## config.mk

```make
export PLATFORM = sky130hd
export DESIGN_NAME = cdt_timer
export DESIGN_NICKNAME = d
export VERILOG_FILES = /design/src/rtl/cdt_timer.sv
export SDC_FILE = /design/constraint.sdc
export NUM_CORES = 1
export LEC_CHECK = 0
export ABC_AREA = 1
export BUFFER_PORTS_ARGS = -buffer_cell sky130_fd_sc_hd__buf_4
export CAP_MARGIN = 10
export CORE_AREA = 2 2 102 104
export DETAILED_ROUTE_END_ITERATION = 7
export DIE_AREA = 0 0 104 106
export GPL_TIMING_DRIVEN = 0
export PLACE_DENSITY_LB_ADDON = 0.08
export REMOVE_ABC_BUFFERS = 1
export SLEW_MARGIN = 15
export SYNTH_ARGS = -nofsm -noshare
export SYNTH_HDL_FRONTEND = slang
export SYNTH_SLANG_ARGS = --single-unit
```

## constraint.sdc

```tcl
create_clock -name clk -period 2.8 [get_ports clk]
set_input_delay 0.42 -clock clk [delete_from_list [all_inputs] [get_ports clk]]
set_output_delay 0.42 -clock clk [all_outputs]
set_load 0.03 [all_outputs]
```

## src/rtl/cdt_timer.sv

```systemverilog
module cdt_timer #(
  parameter int CNT_W  = 16,
  parameter int ADDR_W = 8
) (
  input  logic              clk,
  input  logic              rst,
  input  logic              wr_en,
  input  logic [ADDR_W-1:0] addr,
  input  logic [31:0]       wr_data,
  output logic [31:0]       rd_data,
  output logic              irq
);
  localparam int PRE_W = 16;
  localparam logic [ADDR_W-1:0] A_STAT = ADDR_W'('h00);
  localparam logic [ADDR_W-1:0] A_LOAD = ADDR_W'('h10);
  localparam logic [ADDR_W-1:0] A_CTRL = ADDR_W'('h18);

  logic             en, periodic, flag;
  logic [3:0]       psel;
  logic [CNT_W-1:0] load_q, cnt;
  logic [PRE_W-1:0] pre, pre_lim;
  logic             tick, expire, wr_stat, wr_load, wr_ctrl;

  assign wr_stat = wr_en && (addr == A_STAT);
  assign wr_load = wr_en && (addr == A_LOAD);
  assign wr_ctrl = wr_en && (addr == A_CTRL);

  assign pre_lim = PRE_W'((32'd2 << psel) - 32'd1);
  assign tick    = en && (pre == pre_lim);
  assign expire  = tick && (cnt == CNT_W'(1));
  assign irq     = flag;

  always_ff @(posedge clk) begin
    if (rst) begin
      en       <= 1'b0;
      periodic <= 1'b0;
      psel     <= '0;
      load_q   <= '0;
      cnt      <= '0;
      pre      <= '0;
      flag     <= 1'b0;
    end else begin
      if (wr_ctrl) begin
        en       <= wr_data[7];
        periodic <= wr_data[4];
        psel     <= wr_data[3:0];
      end
      if (wr_load) load_q <= wr_data[CNT_W-1:0];

      if (!en || tick || wr_load) pre <= '0;
      else                        pre <= pre + PRE_W'(1);

      if (wr_load)
        cnt <= wr_data[CNT_W-1:0];
      else if (tick && cnt != '0)
        cnt <= expire ? (periodic ? load_q : '0) : cnt - CNT_W'(1);

      flag <= (flag && !(wr_stat && wr_data[0])) || expire;
    end
  end

  always_comb begin
    case (addr)
      A_STAT:  rd_data = {31'b0, flag};
      A_LOAD:  rd_data = 32'(load_q);
      A_CTRL:  rd_data = {24'b0, en, 2'b0, periodic, psel};
      default: rd_data = 32'b0;
    endcase
  end
endmodule


```

==> summary.md <==
| Metric | Value |
|---|---|
| PD cells | `slightly below 300 nW/um^2` |
| Dpl cells | `792` |
| Slew Limit Headroom | `36.2%` |
| Share of cells above drive strength 1 | `approximately 15%` |
| Sequential-to-total area share from yosys stat | `between 20 and 30%` |
| Core Footprint | `between 9000 and 10000 sq um` |
| Vias in the first global route | `3856` |
| Seq pwr share | `about three fifths` |
| Worst slew pin tran | `~0.95 ns` |
| Routability cong. | `0.873` |
| Cts hold-fix bufs | `0` |
| Slack of the critical path | `0.257 ns` |
| Final core occ | `44.5%` |
| First-pass GRT wire length | `17.5 mm` |
| Die area | `about 11000 sq um` |
| Cell family with most CP delay | `simple AND/OR/NAND/NOR gates` |
| Fmax achieved | `about 400 MHz` |
| Ys async rst share | `0%` |
| Worst-path fanout max | `8` |
| CTS Buf Count | `5` |
| Post-Place Worst Slack | `-0.334 ns` |
| CTS Root Cell | `clkbuf_8` |
| CP Depth | `15` |
| Yosys warns | `0` |
| CP Cell Sequence | `nor2_8 > nand3_1 > ha_2 > inv_1 > nand2_1 > nand2_1 > nor2_1 > nand3_1 > nor2_1 > nand3_1 > nor2_2 > nand4_1 > nor3_4 > nand3_1 > a21oi_1` |
| Hold Path Cell Cnt | `3` |
| Multi-input gate area | `roughly 2300 sq um` |
| ANT nets after route | `0` |
| Antenna Cells | `0` |
| Finished Layout Cells | `~810` |
| # Max-Cap Violations | `0` |
| Vias | `about 4000` |
| Depth of the CTS H-tree | `2` |
| Finished Cell Area | `between 4000 and 5000 sq um` |
| Crit start category | `flip-flop` |
| P_sw | `between 300 and 400 uW` |
| Layout fillers | `1114` |
| Worst skew pair latency | `a little over 0.3 ns` |
| Die W | `between 100 and 150 um` |
| Status | `complete, no violations` |
| HPWL Detailed | `approximately 7.6 mm` |
| Sink Count | `55` |
| DR pass1 iterations | `5` |
| Critical Path Start | `psel[2]` |
| Post-layout nets | `721` |
| Worst r2r src | `psel[2]` |
| CP Capture Type | `flip-flop` |
| Hold WC Path Type | `in2reg` |
| FF-to-FF path depth | `15` |
| Internal Power | `~990 uW` |
| Rows | `37` |
| Final period util | `90.8%` |
| WP data arrival | `~2.8 ns` |
| CP Data Required Time | `around 3.1 ns` |
| Setup CP Type | `reg2reg` |
| Pleak | `approximately 2.0 nW` |
| 1st-iter DRT viols | `approximately 150` |
| RSZ-0062 raised after global routing | `no` |
| Worst vdd ir | `0.158 mV` |
| Hold Crit Start | `wr_data[9]` |
| Max stage delay on crit path | `between 0.4 and 0.5 ns` |
| Max clock buf depth | `2` |
| Total length of routed wires | `slightly above 10 mm` |
| Mapped Area | `around 3900 sq um` |
| Syn Area/Cell | `about 6.1 sq um` |
| DRC | `0` |
| Gate power share | `7.3%` |
| Tot GR Track Use | `about a fifth` |
| Most frequent cells in the layout | `172 x nand2_1, 76 x inv_1, 76 x nor2_1, 64 x nand3_1` |
| TritonCTS clock tree | `yes` |
| Clock transition at the registers of the reported paths | `0.10 ns` |
| Net Sw Frac | `approximately a quarter` |
| Via density | `between 4 and 5` |
| Post-synth EDFFs | `0` |
| Synth Register Bits | `55` |
| Tmin final | `around 2.5 ns` |
| Port Buffer Count | `between 40 and 50` |
| Area grow syn2layout | `14.4%` |
| Synth Flop Type | `dfxtp_1` |
| Top Ports | `76` |
| Commonest non-fill, non-tap cell in the layout | `nand2_1` |
| Max-slew violation count | `0` |
| Yosys cell types | `37` |
| Clock power share | `between 30% and 40%` |
| Remaining Overflow, GRT | `0` |
| DR WL/cell | `about 13 um` |
| Storage element area | `1110 sq um` |
| Total chip power | `around 1.3 mW` |
| Clk_skew | `about 0.0057 ns` |
| Initial antenna violation count | `0` |
| Pin count of the biggest net entering global routing | `35` |
| Final Hold Viols | `0` |
| CP bufs+invs | `1` |
| # setup viols final | `0` |
| Chip height | `roughly 110 um` |
| Worst path slowest cell | `dfxtp_4` |
| CP dominant cell by count | `nand3_1` |
| Gate Count Post-Synth | `roughly 630` |
| Placed Area | `~4200 sq um` |
| Starting density of the core | `about two fifths` |
-- Yosys cell counts (5+ instances only) --
master	instances	area share, %
nand2_1	172	17
nor2_1	79	7.6
inv_1	78	7.5
nand3_1	65	8.4
dfxtp_1	55	28
a21oi_1	39	5.0
buf_4	18	3.5
o21ai_0	18	2.3
nor3_1	17	2.2
xor2_1	11	2.5
clkbuf_1	9	0.87
inv_2	6	0.58
xnor2_1	6	1.4
a211oi_1	5	0.96
nor4_1	5	0.80
-- worst paths after layout --
kind / slack, ns / end
max reg2reg: 0.26 / cnt[3]
min: 0.39 / load_q[9]
min reg2reg: 0.48 / load_q[6]
max: 0.26 / cnt[3]
-- worst min-delay path: cells and delay by family --
family / cells / cell delay [ns]
AOI/OAI and AO/OA: 1 / 0.06
and+or+nand+nor: 1 / 0.07
buffers and inverters: 1 / 0.11
-- layer usage --
metal	track usage [%]	vias up	wire length, um
met2	34.3	87	5070
met4	7.82	0	191
met1	23.5	1836	4620
met5	0	-	0
li1	-	2056	-
met3	1.96	16	422
-- state kept, by name, indices dropped and copies added (netlist names) --
name,cells
cnt,16
load_q,16
pre,16
psel,4
en,1
irq,1
periodic,1
-- cell families after synthesis --
| group | synth area share (%) |
|---|---|
| AND/OR/NAND/NOR | 42.7 |
| adder cells (fa/ha/maj) | 1.29 |
| buffers and inverters | 14.4 |
| other | 0.0963 |
| flip-flops | 28.3 |
| XOR/XNOR | 3.83 |
| AO/OA/AOI/OAI | 9.48 |
-- power groups by stage --
stage / registers (mW) / clock network, mW / logic [mW]
after CTS: 0.784 / 0.472 / 0.0967
final: 0.781 / 0.446 / 0.0974
after global routing: 0.782 / 0.496 / 0.107
after floorplan: 0.802 / 0 / 0.0528
after global placement: 0.802 / 0 / 0.0946
after detailed placement: 0.802 / 0 / 0.0958
-- layout make-up --
| cell class | count | share of cell area, % |
|---|---|---|
| multi-input cells | 473 | 52.4 |
| flip-flops and latches | 55 | 25.0 |
| repair buffers | 53 | 9.49 |
| inverters | 85 | 7.30 |
| well taps | 136 | 3.82 |
| clock buffers | 7 | 1.71 |
| repair inverters | 1 | 0.169 |
| clock inverters | 1 | 0.112 |
-- per-stage QoR --
step	setup TNS (ns)	hold slack, ns
after floorplan	0	0.441
after global placement	-8.66	0.464
after detailed placement	-8.55	0.470
after CTS	0	0.375
after global routing	0	0.383
final	0	0.386
-- repair_timing --
action | in CTS | in global routing
resized for setup | 7 | 13
buffers inserted | 2 | 8
cloned | 1 | 0
pin swaps | 0 | 6
setup endpoints to repair | 22 | 33
No activity file was read; power rests on OpenSTA's default activity.
